--- config.mk ---
export PLATFORM = sky130hd
export DESIGN_NAME = ext_status_irq
export DESIGN_NICKNAME = d
export VERILOG_FILES = /design/src/rtl/esl_pkg.sv /design/src/rtl/esl_sync.sv /design/src/rtl/esl_cfg.sv /design/src/rtl/esl_chan.sv /design/src/rtl/ext_status_irq.sv
export SDC_FILE = /design/constraint.sdc
export NUM_CORES = 1
export LEC_CHECK = 0
export BUFFER_PORTS_ARGS = -buffer_cell sky130_fd_sc_hd__buf_4
export CAP_MARGIN = 20
export CORE_MARGIN = 2
export CORE_UTILIZATION = 46
export DETAILED_ROUTE_END_ITERATION = 10
export GPL_TIMING_DRIVEN = 0
export HOLD_SLACK_MARGIN = 0.06
export PLACE_DENSITY = 0.85
export SETUP_SLACK_MARGIN = 0.15
export SYNTH_ARGS = -nofsm -noshare
export SYNTH_HDL_FRONTEND = slang
export SYNTH_SLANG_ARGS = --single-unit
export TNS_END_PERCENT = 100
--- constraint.sdc ---
create_clock -name clk -period 0.98 [get_ports clk]
set_input_delay 0.049 -clock clk [delete_from_list [all_inputs] [get_ports clk]]
set_output_delay 0.049 -clock clk [all_outputs]
set_load 0.1 [all_outputs]
--- src/rtl/esl_pkg.sv ---
package esl_pkg;
  localparam int NCH = 2;
  localparam int SW  = 8;
  localparam int CHW = 1;
  localparam int AW  = 4;

  // status-byte bits that may raise a change request
  localparam logic [SW-1:0] SRC_MASK = 8'hFA;

  localparam logic [AW-1:0] ADDR_CMD  = 4'd0;
  localparam logic [AW-1:0] ADDR_IE   = 4'd1;
  localparam logic [AW-1:0] ADDR_MIE  = 4'd9;
  localparam logic [AW-1:0] ADDR_MASK = 4'd15;
  localparam logic [2:0]    CMD_RST_STAT = 3'b010;
  localparam int IE_BIT  = 0;
  localparam int MIE_BIT = 3;

  // pending-byte position for a channel
  function automatic int pend_pos(input int ch);
    return (ch == 0) ? 3 : 0;
  endfunction

  function automatic logic is_rst_stat(input logic [AW-1:0] a, input logic [SW-1:0] d);
    return (a == ADDR_CMD) && (d[5:3] == CMD_RST_STAT);
  endfunction

  // frozen interrupting bits while held, live elsewhere
  function automatic logic [SW-1:0] merge_status(input logic held,
                                                 input logic [SW-1:0] snap,
                                                 input logic [SW-1:0] live);
    return held ? ((snap & SRC_MASK) | (live & ~SRC_MASK)) : live;
  endfunction
endpackage

--- src/rtl/esl_sync.sv ---
module esl_sync #(
  parameter int WIDTH  = 8,
  parameter int STAGES = 2
) (
  input  logic             clk,
  input  logic             rst_n,
  input  logic [WIDTH-1:0] d,
  output logic [WIDTH-1:0] q
);
  logic [STAGES-1:0][WIDTH-1:0] r;

  always_ff @(posedge clk or negedge rst_n) begin
    if (!rst_n) begin
      r <= '0;
    end else begin
      r[0] <= d;
      for (int i = 1; i < STAGES; i++) r[i] <= r[i-1];
    end
  end

  assign q = r[STAGES-1];
endmodule

--- src/rtl/esl_cfg.sv ---
module esl_cfg
  import esl_pkg::*;
(
  input  logic                    clk,
  input  logic                    rst_n,
  input  logic                    wr_en,
  input  logic [CHW-1:0]          wr_ch,
  input  logic [AW-1:0]           wr_addr,
  input  logic [SW-1:0]           wr_data,
  output logic [NCH-1:0][SW-1:0]  mask,
  output logic [NCH-1:0]          sie,
  output logic                    mie,
  output logic [NCH-1:0]          rst_cmd
);
  always_ff @(posedge clk or negedge rst_n) begin
    if (!rst_n) mie <= 1'b0;
    else if (wr_en && wr_addr == ADDR_MIE) mie <= wr_data[MIE_BIT];
  end

  for (genvar c = 0; c < NCH; c++) begin : g_ch
    logic sel;
    assign sel        = wr_en && (wr_ch == CHW'(c));
    assign rst_cmd[c] = sel && is_rst_stat(wr_addr, wr_data);

    always_ff @(posedge clk or negedge rst_n) begin
      if (!rst_n) begin
        mask[c] <= '0;
        sie[c]  <= 1'b0;
      end else if (sel) begin
        if (wr_addr == ADDR_MASK) mask[c] <= wr_data;
        if (wr_addr == ADDR_IE)   sie[c]  <= wr_data[IE_BIT];
      end
    end
  end
endmodule

--- src/rtl/esl_chan.sv ---
module esl_chan
  import esl_pkg::*;
(
  input  logic          clk,
  input  logic          rst_n,
  input  logic [SW-1:0] live,
  input  logic [SW-1:0] mask,
  input  logic          rst_cmd,
  output logic          held,
  output logic          evt,
  output logic [SW-1:0] status
);
  logic [SW-1:0] snap;

  // while free snap is last cycle's level (edge detect); while held it is
  // the frozen level, so a later difference survives until release
  assign evt = |((live ^ snap) & mask & SRC_MASK);

  always_ff @(posedge clk or negedge rst_n) begin
    if (!rst_n) begin
      held <= 1'b0;
      snap <= '0;
    end else if (held) begin
      if (rst_cmd) held <= 1'b0;
    end else begin
      if (evt) held <= 1'b1;
      snap <= live;
    end
  end

  assign status = merge_status(held, snap, live);
endmodule

--- src/rtl/ext_status_irq.sv ---
module ext_status_irq
  import esl_pkg::*;
#(
  parameter int SYNC_STAGES = 2
) (
  input  logic              clk,
  input  logic              rst_n,
  input  logic [NCH*SW-1:0] ext_in,
  input  logic              wr_en,
  input  logic [CHW-1:0]    wr_ch,
  input  logic [AW-1:0]     wr_addr,
  input  logic [SW-1:0]     wr_data,
  output logic [NCH*SW-1:0] status_byte,
  output logic [SW-1:0]     pend_byte,
  output logic              irq
);
  logic [NCH*SW-1:0]       live_w;
  logic [NCH-1:0][SW-1:0]  mask_w;
  logic [NCH-1:0]          sie_w;
  logic                    mie_w;
  logic [NCH-1:0]          rst_cmd_w;
  logic [NCH-1:0]          held_w;
  logic [NCH-1:0]          evt_w;

  esl_sync #(.WIDTH(NCH*SW), .STAGES(SYNC_STAGES)) u_sync (
    .clk(clk), .rst_n(rst_n), .d(ext_in), .q(live_w)
  );

  esl_cfg u_cfg (
    .clk(clk), .rst_n(rst_n), .wr_en(wr_en), .wr_ch(wr_ch),
    .wr_addr(wr_addr), .wr_data(wr_data),
    .mask(mask_w), .sie(sie_w), .mie(mie_w), .rst_cmd(rst_cmd_w)
  );

  for (genvar c = 0; c < NCH; c++) begin : g_chan
    esl_chan u_chan (
      .clk(clk), .rst_n(rst_n),
      .live(live_w[c*SW +: SW]), .mask(mask_w[c]), .rst_cmd(rst_cmd_w[c]),
      .held(held_w[c]), .evt(evt_w[c]), .status(status_byte[c*SW +: SW])
    );
  end

  always_comb begin
    pend_byte = '0;
    for (int c = 0; c < NCH; c++) pend_byte[pend_pos(c)] = held_w[c] & sie_w[c];
  end

  assign irq = mie_w & (|pend_byte);
endmodule

**Yosys cells after proc, flatten, opt, wreduce, memory -nomap -nowiden**

Cells that the tools add are included.

- Input bits: 32
- Output and inout port bits: 25
- Flip-flop bits (word level): 69
- Logic and storage cells: 47

- Muxes and demuxes: 8
- Reductions and logical operators: 14
- Equal/unequal tests: 4
- Bitwise gates (word level): 10

Operator list:

| kind | count |
|---|---|
| $and A8 B8 Y8 | 2 |
| $mux W8 | 2 |
| $or A8 B3 Y8 | 2 |
| $xor A8 B8 Y8 | 2 |
| $reduce_or A6 Y1 | 2 |
| $eq A4 B4 Y1 const B | 2 |
| $reduce_and A2 Y1 | 4 |
| $logic_and A1 B1 Y1 | 6 |
| $mux W1 | 6 |
| $eq A4 B1 Y1 const B | 1 |
| $logic_not A4 Y1 | 1 |
| $and A1 B1 Y1 | 3 |
| $eq A3 B2 Y1 const B | 1 |
| $reduce_or A2 Y1 | 1 |
| $not A1 Y1 | 1 |

**Depth between registers and ports, before layout**

Gate-level depths: netlist of the first run.

- Depth in word-level cells: 5
- Gate-level depth with buffers: 4
- Mapped depth without buffers: 3

**Hierarchy**

Synthesis of the first run repeated with hierarchy kept, for this count alone.

- Cell total of the unflattened synthesis: 167
- Area, all modules: 2,537.4 um^2

By module, submodules not included:

| module | cells each | times used | seq. area each (um^2) | area each (um^2) |
|---|---|---|---|---|
| esl_sync | 48 | 1 | 800.8 | 920.9 |
| esl_cfg | 53 | 1 | 475.5 | 794.5 |
| esl_chan | 28 | 2 | 175.2 | 374.1 |
| ext_status_irq | 10 | 1 | 0.0 | 73.8 |

**Worst setup path before layout of the first run**

Ideal clock, no wire load.

- Path type: reg2out
- Start point: register g_chan[1].u_chan.held
- End point: output port irq
- Slack: -1,328 ps
- Path buffers: 1
- Arrival: 2,259 ps
- Cell stages (with the launch flop): 4
- Data required time: 931 ps
- Path through: dfrtp_1 -> clkbuf_1 -> and2_1 -> o21a_1

- Cells in the longest elaborated chain, start to end: 3

RTL lines:

| what | line | RTL |
|---|---|---|
| start, declared | esl_chan.sv:9 | `output logic held,` |
| start signal, assigned | esl_chan.sv:21 | `held <= 1'b0;` |
| start signal, assigned | esl_chan.sv:24 | `if (rst_cmd) held <= 1'b0;` |
| start signal, assigned | esl_chan.sv:26 | `if (evt) held <= 1'b1;` |
| $and A1 B1 Y1 | ext_status_irq.sv:45 | `for (int c = 0; c < NCH; c++) pend_byte[pend_pos(c)] = held_w[c] & sie_w[c];` |
| via pend_byte[0] | ext_status_irq.sv:14 | `output logic [SW-1:0] pend_byte,` |
| $reduce_or A2 Y1 | ext_status_irq.sv:48 | `assign irq = mie_w & (\|pend_byte);` |
| $and A1 B1 Y1 | ext_status_irq.sv:48 |  |
| end, declared | ext_status_irq.sv:15 | `output logic irq` |

The timed path passes the listed nets, and every way through them passes these cells.

**Worst setup path in the final report of the first run**

- Start point: register g_chan[0].u_chan.held
- End point: output port irq

- Cells in the longest elaborated chain, start to end: 3

RTL lines:

| what | line |
|---|---|
| start, declared | esl_chan.sv:9 |
| start signal, assigned | esl_chan.sv:21 |
| start signal, assigned | esl_chan.sv:24 |
| start signal, assigned | esl_chan.sv:26 |
| $and A1 B1 Y1 | ext_status_irq.sv:45 |
| $reduce_or A2 Y1 | ext_status_irq.sv:48 |
| $and A1 B1 Y1 | ext_status_irq.sv:48 |

Every way passes these cells.

==> out/summary.txt, run 1 <==
====================================================================================
Clock slew seen by the registers of the worst setup and hold paths ....      0.07 ns
Post-Syn Area per Cell ................................................     15.9 um2
Leading post-synthesis cells by cell area ............................. dfrtp_1 69%, mux2_2 14%, xor2_1 4.8%
Syn. warnings .........................................................            0
Sequential element share of the synthesized area ......................        0.691
Worst hold slack ......................................................    -0.240 ns
Post-layout util ......................................................        0.785
Cells along the critical path ......................................... buf_8 > and2_4 > o21a_4 > buf_12
Largest net degree at the start of global routing .....................           62
Worst IR drop on VDD ..................................................    0.00173 V
Start point of the critical path ...................................... g_chan[0].u_chan.held
Post-layout minimum cycle time ........................................      1.44 ns
Drt first pass iters ..................................................            4
Number of max-cap violations ..........................................            0
Final Net Count .......................................................          273
Iteration-0 DRC count of the detailed router ..........................           76
Sort of element at the start of the critical path .....................         flop
Most common library cells after synthesis ............................. 61 x dfrtp_1, 27 x mux2_2, 12 x xor2_1
Fraction of post-synthesis cell area in the top cell type by area .....        0.691
First-pass GRT wire length ............................................      8.41 mm
Slew Limit Fails ......................................................            0
Cts bufs inserted .....................................................            9
Worst hold-check path type ............................................ input port to asynchronous set/reset pin
Initial standard-cell utilization of the core .........................        0.471
Ports .................................................................           57
Primary flip-flop cell chosen by synthesis mapping ....................      dfrtp_1
Area growth from synthesis to layout ..................................        66.6%
Routability congestion estimate from global placement .................        0.743
Total routing usage reported by global routing ........................        0.228
RSZ-0062 raised after global routing ..................................         true
Leakage power summed over all cells ...................................      1.77 nW
Avg WL per Cell .......................................................      18.7 um
Number of antenna violations at the first check in global routing .....            0
Number of standard-cell rows in the floorplan .........................           25
DR vias/cell ..........................................................         5.01
Number of synthesized flops with an enable pin ........................            0
Flops & latches, synth ................................................           61
Via count of the first global-routing pass ............................         1621
Proportion of synthesized flip-flops having asynchronous set or reset .         1.00
TritonCTS clock tree ..................................................         done
Core area .............................................................     4690 um2
Run status ............................................................ finished with violations
CTS max path bufs .....................................................            2
Slew @ Worst Pin ......................................................     0.727 ns
CTS sink count ........................................................           61
DP Worst Slack ........................................................    -0.227 ns
Insertion delay to the later sink of the worst-skew pair ..............      0.34 ns
Buffers plus inverters on the worst setup path ........................            2
R2r startpoint ........................................................ g_chan[0].u_chan.snap[1]
Post-Synthesis Cells ..................................................          139
Category of the critical setup timing path ............................ flop to output port
Fin. Hold Viols .......................................................           61
Diodes inserted .......................................................            0
Highest routing layer actually used ...................................         met4
Die Y .................................................................      73.3 um
Final Instance Count excl. Fillers ....................................          300
Root buffer selected by CTS ...........................................     clkbuf_8
Die X-Extent ..........................................................      73.3 um
Crit-path leading delay family ........................................   flip-flops
Biggest cell delay along the critical path ............................      0.39 ns
Met1 Routed Length ....................................................      2.14 mm
Total power divided by cell area ......................................  2620 nW/um2
Tcrit/Tclk final ......................................................         1.47
Residual overflow from global routing .................................            0
Post-layout worst setup margin ........................................    -0.461 ns
Arrival time worst endpoint ...........................................      1.39 ns
Sum of met2 wire segment lengths after detailed routing ...............      2.99 mm
Number of placed instances with taps included .........................          247
CTS H-tree lvls .......................................................            3
Peak clock frequency supported by timing ..............................    0.694 GHz
Violated checks ....................................................... hold timing, setup timing
Netlist area before placement .........................................     2210 um2
Routed length on met3 .................................................       326 um
Number of vias after detailed routing .................................         1503
Area of the die .......................................................     5370 um2
Total setup violations reported at the end of the flow ................           29
Number of buffers added on ports ......................................           49
Critical path fanouts, max ............................................            8
Aggregate routed wire length ..........................................      5.60 mm
Post-synth cell types .................................................           24
Post-layout power .....................................................      9.64 mW
DRC violations left ...................................................            0
Headroom to the max-slew limit ........................................        0.515
Worst EP required .....................................................      0.93 ns
Number of nets with antenna violations after detailed routing .........            0
Cell accounting for the most synthesized area .........................      dfrtp_1
Most numerous cell in the Yosys netlist ...............................      dfrtp_1
Layout Skew ...........................................................   0.00739 ns
Highest-delay cell along the critical path ............................      dfrtp_1
Total of hold buffers inserted after clock tree synthesis .............           23
Kind of end point of the critical path ................................  output port
Fraction of layout instances using a drive strength above 1 ...........        0.504
====================================================================================
-- flip-flops by register name, summed over array words and instances (netlist names) --
register and count:
u_sync.q 16, u_cfg.sie 2, g_chan.u_chan.held 2, u_cfg.mask 12, g_chan.u_chan.snap 12, u_cfg.mie 1, u_sync.r 16
-- final cells by class --
class                   instances  area (um2)
flip-flops and latches         61        1530
fillers                       269        1010
repair buffers                 86         993
multi-input cells              71         713
clock inverters                 7         138
clock buffers                   9         124
plain buffers                  12         120
well taps                      54        67.6
-- path summary, 6_finish.rpt --
path                       slack [ns]  cells past startpoint               endpoint
setup / recovery                -0.46                      4                    irq
hold / removal                  -0.24                      1         u_cfg.mask[11]
setup reg to reg                -0.32                      3  g_chan[0].u_chan.held
hold reg to reg                  0.35                      0            u_sync.q[7]
max in group asynchronous        0.72                      1           u_sync.q[10]
min in group clk                 0.12                      3              u_cfg.mie
-- report_power, final --
group	switching [mW]	internal (mW)
combinational	2.08	1.54
sequential	0.235	2.85
clock	1.00	1.94
-- layout by cell type, fill, tap and decap left out --
cell type       synthesis  layout
nor3b_4                 1       1
buf_6                   0      14
nand3_1                 1       1
or4b_1                  1       1
nor3_1                  3       3
a222oi_1                2       2
conb_1                  1       6
clkinvlp_4              0       1
a22oi_1                 2       2
nand2_1                 1       1
a21oi_1                 2       2
mux2_2                 27       9
nand3b_1                1       1
dlygate4sd3_1           0      22
a31oi_1                 2       2
nor2_1                  1       1
and2_4                  0       2
xor2_1                 12      12
o21a_4                  0       1
nand4b_1                1       1
buf_12                  0      20
nand4_1                 2       2
nor2_4                  0       1
clkbuf_8                0       9
buf_8                   0       2
or3_1                   1       1
bufinv_16               0       4
mux2_4                  0      18
buf_4                  10      39
dfrtp_1                61      61
nand4_4                 0       1
clkinv_2                0       2
dlymetal6s4s_1          0       1
-- stage by stage --
| stage | setup TNS [ns] | instance area, um2 | hold WS, ns |
|---|---|---|---|
| after floorplan | -2.43 | 2340 | -0.247 |
| after global placement | -3.36 | 2780 | 0.151 |
| after detailed placement | -3.58 | 2780 | 0.156 |
| after CTS | -8.21 | 3610 | -0.212 |
| after global routing | -9.55 | 3680 | -0.164 |
| final | -8.23 | 3680 | -0.240 |
-- timing repair --
action                                  CTS  global route
pin swaps                                 1             2
endpoints found under the setup margin   39            37
gates cloned                              0             0
resized for setup                        64            10
setup buffers                             9             5
hold endpoints to repair                 92            61
-- kinds of logic (layout without fill, tap and decap cells) --
group	count (synthesis)	count (layout)	share of synthesized area
other	1	6	0.00170
multiplexers	27	27	0.138
buffers and inverters	12	114	0.0374
AND/OR/NAND/NOR	17	17	0.0555
flip-flops	61	61	0.691
AO/OA/AOI/OAI	9	9	0.0294
XOR/XNOR	12	12	0.0476
-- per-layer routing --
layer | global-route usage | vias up
li1 | - | 674
met1 | 0.251 | 755
met2 | 0.385 | 61
met3 | 0.0809 | 13
met4 | 0.121 | 0
met5 | 0 | -
(Power assumes the default switching activity.)
==> inputs of run 2 (changes only) <==
CORE_UTILIZATION = 45   (was 46)
PLACE_DENSITY = 0.83   (was 0.85)
==> run 2 against run 1 <==
Net effect: the run still ends with hold timing, setup timing left; setup slack got worse by 0.019 ns; sequential share of layout area up 0.38 points; highest routed layer unchanged; sequential cell count unchanged; largest power group unchanged; final area shrank 0.92%; clock skew rose by 0.00096 ns; wire length is 17% lower; utilization is 1.2 points lower; clock power down 16%; sequential power is essentially flat.
==> out/summary.txt, run 2 (synthesis results as in run 1) <==
=================================================================================
Run status ......................................................... finished with violations   unchanged
Violated checks .................................................... hold timing, setup timing   unchanged
Total power divided by cell area ...................................  2480 nW/um2   was 2620 nW/um2
First-pass GRT wire length .........................................      7.11 mm   was 8.41 mm
Final Net Count ....................................................          272   was 273
Die X-Extent .......................................................      74.1 um   was 73.3 um
Worst hold-check path type ......................................... input port to asynchronous set/reset pin   unchanged
Layout Skew ........................................................   0.00835 ns   was 0.00739 ns
Number of fill cells in the layout .................................          267   was 269
Area of the die ....................................................     5490 um2   was 5370 um2
Total routing usage reported by global routing .....................        0.187   was 0.228
Area taken by flip-flops and latches ...............................     1530 um2   unchanged
Number of buffers added on ports ...................................           49   unchanged
Number of antenna violations at the first check in global routing ..            0   unchanged
Diodes inserted ....................................................            0   unchanged
Critical path fanouts, max .........................................            4   was 8
Number of vias after detailed routing ..............................         1446   was 1503
Number of standard-cell rows in the floorplan ......................           25   unchanged
Fraction of layout instances using a drive strength above 1 ........        0.502   was 0.504
Sort of element at the start of the critical path ..................         flop   unchanged
Drt first pass iters ...............................................            4   unchanged
DPL Wire Length ....................................................      2.55 mm
RSZ-0062 raised after global routing ...............................         true   unchanged
Tcrit/Tclk final ...................................................         1.49   was 1.47
Iteration-0 DRC count of the detailed router .......................           60   was 76
Crit-path leading delay family .....................................   flip-flops   unchanged
Via count of the first global-routing pass .........................         1507   was 1621
Worst EP required ..................................................      0.93 ns   about the same
Post-Layout Inst Area ..............................................     3650 um2   was 3680 um2
Initial standard-cell utilization of the core ......................        0.468   was 0.471
Multi-input combinational cell area ................................      713 um2   unchanged
Largest net degree at the start of global routing ..................           62   unchanged
Buffers plus inverters on the worst setup path .....................            2   unchanged
DP Worst Slack .....................................................    -0.234 ns   was -0.227 ns
Core area ..........................................................     4720 um2   was 4690 um2
CTS max path bufs ..................................................            2   unchanged
Commonest cells after routing, fill and taps aside ................. 61 x dfrtp_1, 38 x buf_4, 22 x dlygate4sd3_1   was 61 x dfrtp_1, 39 x buf_4, 22 x dlygate4sd3_1
CTS H-tree lvls ....................................................            3   unchanged
TritonCTS clock tree ...............................................         done   unchanged
Post-layout worst setup margin .....................................    -0.480 ns   was -0.461 ns
Cts bufs inserted ..................................................            9   unchanged
Worst IR drop on VDD ...............................................    0.00165 V   was 0.00173 V
Category of the critical setup timing path ......................... flop to output port   unchanged
Most common library cell in the layout ignoring fill and taps ......      dfrtp_1   unchanged
Total setup violations reported at the end of the flow .............           33   was 29
Residual overflow from global routing ..............................            0   unchanged
Fin. Hold Viols ....................................................           61   unchanged
Die Y ..............................................................      74.1 um   was 73.3 um
Cells along the critical path ...................................... buf_4 > mux2_4 > buf_12   was buf_8 > and2_4 > o21a_4 > buf_12
Total of hold buffers inserted after clock tree synthesis ..........           23   unchanged
DRC violations left ................................................            0   unchanged
Biggest cell delay along the critical path .........................      0.41 ns   was 0.39 ns
Slew Limit Fails ...................................................            0   unchanged
Area growth from synthesis to layout ...............................        65.1%   was 66.6%
Aggregate routed wire length .......................................      4.66 mm   was 5.60 mm
Ports ..............................................................           57   unchanged
Post-layout minimum cycle time .....................................      1.46 ns   was 1.44 ns
Highest-delay cell along the critical path .........................      dfrtp_1   unchanged
Avg WL per Cell ....................................................      14.9 um   was 18.7 um
Insertion delay to the later sink of the worst-skew pair ...........      0.34 ns   about the same
Clock slew seen by the registers of the worst setup and hold paths .      0.07 ns   about the same
CTS sink count .....................................................           61   unchanged
Leakage power summed over all cells ................................      1.75 nW   was 1.77 nW
Kind of end point of the critical path .............................  output port   unchanged
DR vias/cell .......................................................         4.63   was 5.01
Number of max-cap violations .......................................            0   unchanged
Arrival time worst endpoint ........................................      1.41 ns   was 1.39 ns
Total cell area at the placement stage .............................     2790 um2   was 2780 um2
Number of nets with antenna violations after detailed routing ......            0   unchanged
Peak clock frequency supported by timing ...........................    0.685 GHz   was 0.694 GHz
Root buffer selected by CTS ........................................     clkbuf_8   unchanged
Worst hold slack ...................................................    -0.230 ns   was -0.240 ns
Headroom to the max-slew limit .....................................        0.506   was 0.515
Slew @ Worst Pin ...................................................     0.741 ns   was 0.727 ns
Routability congestion estimate from global placement ..............        0.765   was 0.743
=================================================================================
## run 2: cell types whose count changed in the layout (fill, tap and decap cells not counted), sizes merged
cell	previous run	this run
bufinv	4	2
clkinv	2	3
clkbuf	9	10
buf	75	74
## run 2: path summary, 6_finish.rpt
kind	from	end	slack, ns	cells past startpoint
worst max-delay path	g_chan[0].u_chan.held	status_byte[6]	-0.48	3
worst min-delay path	rst_n	u_sync.r[4]	-0.23	1
worst max register to register	u_sync.q[9]	g_chan[1].u_chan.held	-0.27	3
worst min register to register	u_sync.r[10]	u_sync.q[10]	0.35	0
max in group asynchronous	rst_n	u_sync.q[8]	0.71	1
min in group clk	wr_addr[0]	u_cfg.sie[1]	0.11	3
## run 2: cell type report
cell class	instances	share of cell area
Clock buffer	10	0.0377
Tap cell	67	0.0230
Timing Repair Buffer	85	0.269
Multi-Input combinational cell	71	0.195
Sequential cell	61	0.418
Clock inverter	6	0.0237
Buffer	12	0.0329
## run 2: through the flow
step / TNS (ns) / utilization / power [mW] / hold WS [ns] / instances
floorplan: -2.43 / - / 5.14 / -0.247 / 144
global placement: -3.32 / 0.592 / 5.66 / 0.157 / 260
detailed placement: -3.89 / 0.592 / 5.70 / 0.159 / 260
CTS: -8.25 / 0.759 / 8.93 / -0.213 / 307
global route: -9.60 / 0.772 / 9.40 / -0.164 / 312
finish: -8.40 / 0.772 / 9.06 / -0.230 / 312
## run 2: power breakdown
group          switching (mW)  internal, mW  total [mW]
Combinational            2.02          1.51        3.53
Clock                   0.974          1.49        2.47
Sequential              0.214          2.85        3.07
## run 2: per-layer routing
layer | track usage | up-vias | share of wire
met5 | 0 | - | 0
met4 | 0.107 | 0 | 0.029
met3 | 0.0650 | 15 | 0.053
met2 | 0.301 | 55 | 0.52
met1 | 0.218 | 704 | 0.39
li1 | - | 672 | -
## run 2: worst reg2reg max path: cells and delay by family (launching register included)
kind,cells,cell delay (ns)
compound gates,2,0.58
flops,1,0.38
xor+xnor,1,0.17
## run 2: what timing repair did
item	in CTS	in global routing
gates resized for setup	64	10
cloned	1	0
endpoints found under the setup margin	39	34
buffers inserted	7	5
endpoints found under the hold margin	92	61
pin swaps	3	0
==> inputs of run 3 (changes only) <==
CELL_PAD_IN_SITES_DETAIL_PLACEMENT = 1   (was not set)
CELL_PAD_IN_SITES_GLOBAL_PLACEMENT = 1   (was not set)
CORE_UTILIZATION = 39   (was 45)
CTS_CLUSTER_SIZE = 28   (was not set)
PLACE_DENSITY = 0.85   (was 0.83)
SYNTH_HIERARCHICAL = 1   (was not set)
==> run 3 against run 2 <==
Net effect: the flow still finishes with violations (hold timing, setup timing); critical path depth did not move; critical endpoint unchanged; worst hold slack improved by 0.021 ns; synthesized area up 7.1%; sequential share of layout area is 0.62 points lower; utilization down 14 points; total power is 4.6% lower; clock power fell by 13%; combinational power decreased by 3%; setup slack better by 0.010 ns; critical path type unchanged.
==> out/summary.txt, run 3 <==
=================================================================================
DP Worst Slack .....................................................    -0.155 ns   was -0.234 ns
Post-Synthesis Cells ...............................................          155   was 139
Number of nets with antenna violations after detailed routing ......            0   unchanged
CTS sink count .....................................................           61   unchanged
Peak clock frequency supported by timing ...........................    0.690 GHz   was 0.685 GHz
Number of max-cap violations .......................................            0   unchanged
Multi-input combinational cell area ................................      741 um2   was 713 um2
Total setup violations reported at the end of the flow .............           30   was 33
Number of fill cells in the layout .................................          548   was 267
Area growth from synthesis to layout ...............................        56.4%   was 65.1%
Total cell area at the placement stage .............................     2950 um2   was 2790 um2
Worst hold-check path type ......................................... input port to asynchronous set/reset pin   unchanged
Area of the die ....................................................     6710 um2   was 5490 um2
Critical path fanouts, max .........................................            8   was 4
Syn. warnings ......................................................            6   was 0
Category of the critical setup timing path ......................... flop to output port   unchanged
Diodes inserted ....................................................            0   unchanged
DPL Wire Length ....................................................      3.02 mm   was 2.55 mm
DRC violations left ................................................            0   unchanged
Headroom to the max-slew limit .....................................        0.490   was 0.506
Number of standard-cell rows in the floorplan ......................           28   was 25
RSZ-0062 raised after global routing ...............................         true   unchanged
DR vias/cell .......................................................         4.54   was 4.63
Tcrit/Tclk final ...................................................         1.48   was 1.49
Clock slew seen by the registers of the worst setup and hold paths .      0.07 ns   about the same
Number of placed instances with taps included ......................          284   was 260
Total routing usage reported by global routing .....................        0.164   was 0.187
Via count of the first global-routing pass .........................         1643   was 1507
Number of antenna violations at the first check in global routing ..            0   unchanged
First-pass GRT wire length .........................................      7.89 mm   was 7.11 mm
Die Y ..............................................................      81.9 um   was 74.1 um
Most common library cell in the layout ignoring fill and taps ......      dfrtp_1   unchanged
Violated checks .................................................... hold timing, setup timing   unchanged
Iteration-0 DRC count of the detailed router .......................           79   was 60
Leakage power summed over all cells ................................      1.77 nW   was 1.75 nW
Routability congestion estimate from global placement ..............        0.722   was 0.765
Aggregate routed wire length .......................................      4.88 mm   was 4.66 mm
Slew Limit Fails ...................................................            0   unchanged
Slew @ Worst Pin ...................................................     0.765 ns   was 0.741 ns
Worst IR drop on VDD ...............................................    0.00142 V   was 0.00165 V
Commonest cells after routing, fill and taps aside ................. 61 x dfrtp_1, 48 x buf_4, 23 x dlygate4sd3_1   was 61 x dfrtp_1, 38 x buf_4, 22 x dlygate4sd3_1
Kind of end point of the critical path .............................  output port   unchanged
Residual overflow from global routing ..............................            0   unchanged
Total power divided by cell area ...................................  2340 nW/um2   was 2480 nW/um2
Sort of element at the start of the critical path ..................         flop   unchanged
Die X-Extent .......................................................      81.9 um   was 74.1 um
Avg WL per Cell ....................................................      14.8 um   was 14.9 um
Final Net Count ....................................................          281   was 272
Post-Layout Inst Area ..............................................     3700 um2   was 3650 um2
Number of vias after detailed routing ..............................         1493   was 1446
Worst hold slack ...................................................    -0.209 ns   was -0.230 ns
Layout Skew ........................................................   0.00493 ns   was 0.00835 ns
Post-layout worst setup margin .....................................    -0.469 ns   was -0.480 ns
CTS H-tree lvls ....................................................            3   unchanged
Area taken by flip-flops and latches ...............................     1530 um2   unchanged
Worst EP required ..................................................      0.93 ns   about the same
Fin. Hold Viols ....................................................           61   unchanged
Final Instance Count excl. Fillers .................................          329   was 312
Cts bufs inserted ..................................................            9   unchanged
Largest net degree at the start of global routing ..................           62   unchanged
Number of buffers added on ports ...................................           49   unchanged
Post-layout minimum cycle time .....................................      1.45 ns   was 1.46 ns
Initial standard-cell utilization of the core ......................        0.402   was 0.468
Core area ..........................................................     5890 um2   was 4720 um2
Run status ......................................................... finished with violations   unchanged
TritonCTS clock tree ...............................................         done   unchanged
Root buffer selected by CTS ........................................     clkbuf_8   unchanged
Post-Syn Area per Cell .............................................     15.3 um2   was 15.9 um2
Arrival time worst endpoint ........................................      1.40 ns   was 1.41 ns
Fraction of layout instances using a drive strength above 1 ........        0.543   was 0.502
Ports ..............................................................           57   unchanged
Netlist area before placement ......................................     2370 um2   was 2210 um2
Insertion delay to the later sink of the worst-skew pair ...........      0.33 ns   was 0.34 ns
Post-layout power ..................................................      8.65 mW   was 9.06 mW
Drt first pass iters ...............................................            4   unchanged
CTS max path bufs ..................................................            2   unchanged
=================================================================================
run 3: metal layers:
metal / up-vias / wire (um) / GRT usage
met5: - / 0 / 0
met4: 0 / 91 / 0.0933
met3: 8 / 190 / 0.0374
met2: 44 / 2540 / 0.280
met1: 761 / 2050 / 0.188
li1: 680 / - / -
run 3: worst max-delay path: stages (launching register included):
cell     delay, ns
dfrtp_1       0.38
buf_6         0.17
mux2_4        0.34
buf_12        0.17
run 3: path summary, 6_finish.rpt:
| check | startpoint | end | slack (ns) | cells after the start |
|---|---|---|---|---|
| setup reg to reg | g_chan[1].u_chan/held | g_chan[1].u_chan/snap[4] | -0.19 | 4 |
| hold / removal | rst_n | u_sync/q[4] | -0.21 | 1 |
| max in group asynchronous | rst_n | u_sync/q[15] | 0.68 | 1 |
| min in group clk | wr_en | u_cfg/mie | 0.12 | 3 |
| setup / recovery | g_chan[0].u_chan/held | status_byte[6] | -0.47 | 3 |
| hold reg to reg | u_sync/r[6] | u_sync/q[6] | 0.35 | 0 |
run 3: timing repair:
| action | 4_1_cts | 5_1_grt |
|---|---|---|
| setup endpoints to repair | 33 | 37 |
| hold buffers | 23 | 1 |
| hold endpoints to repair | 92 | 64 |
| pin swaps | 1 | 0 |
| setup buffers | 2 | 4 |
| gates resized for setup | 66 | 5 |
run 3: through the flow:
| stage | setup TNS, ns | hold WS (ns) | utilization |
|---|---|---|---|
| 2_1_floorplan | -2.13 | -0.247 | - |
| 4_1_cts | -7.35 | -0.185 | 0.621 |
| 3_3_place_gp | -2.13 | 0.159 | 0.500 |
| 5_1_grt | -8.63 | -0.163 | 0.629 |
| 3_5_place_dp | -2.41 | 0.159 | 0.500 |
| 6_report | -7.47 | -0.209 | 0.629 |
run 3: cell type report:
| class | instances | share of cell area |
|---|---|---|
| buffer | 28 | 0.0689 |
| clock inverter | 5 | 0.0135 |
| sequential | 61 | 0.412 |
| clock buffer | 11 | 0.0382 |
| multi-input combinational | 71 | 0.200 |
| timing repair buffer | 78 | 0.242 |
| tap | 75 | 0.0253 |
run 3: where the power goes:
| part | leakage (nW) | switching, mW | internal (mW) |
|---|---|---|---|
| sequential | 0.740 | 0.207 | 2.85 |
| clock | 0.103 | 0.928 | 1.23 |
| combinational | 0.931 | 2.01 | 1.43 |
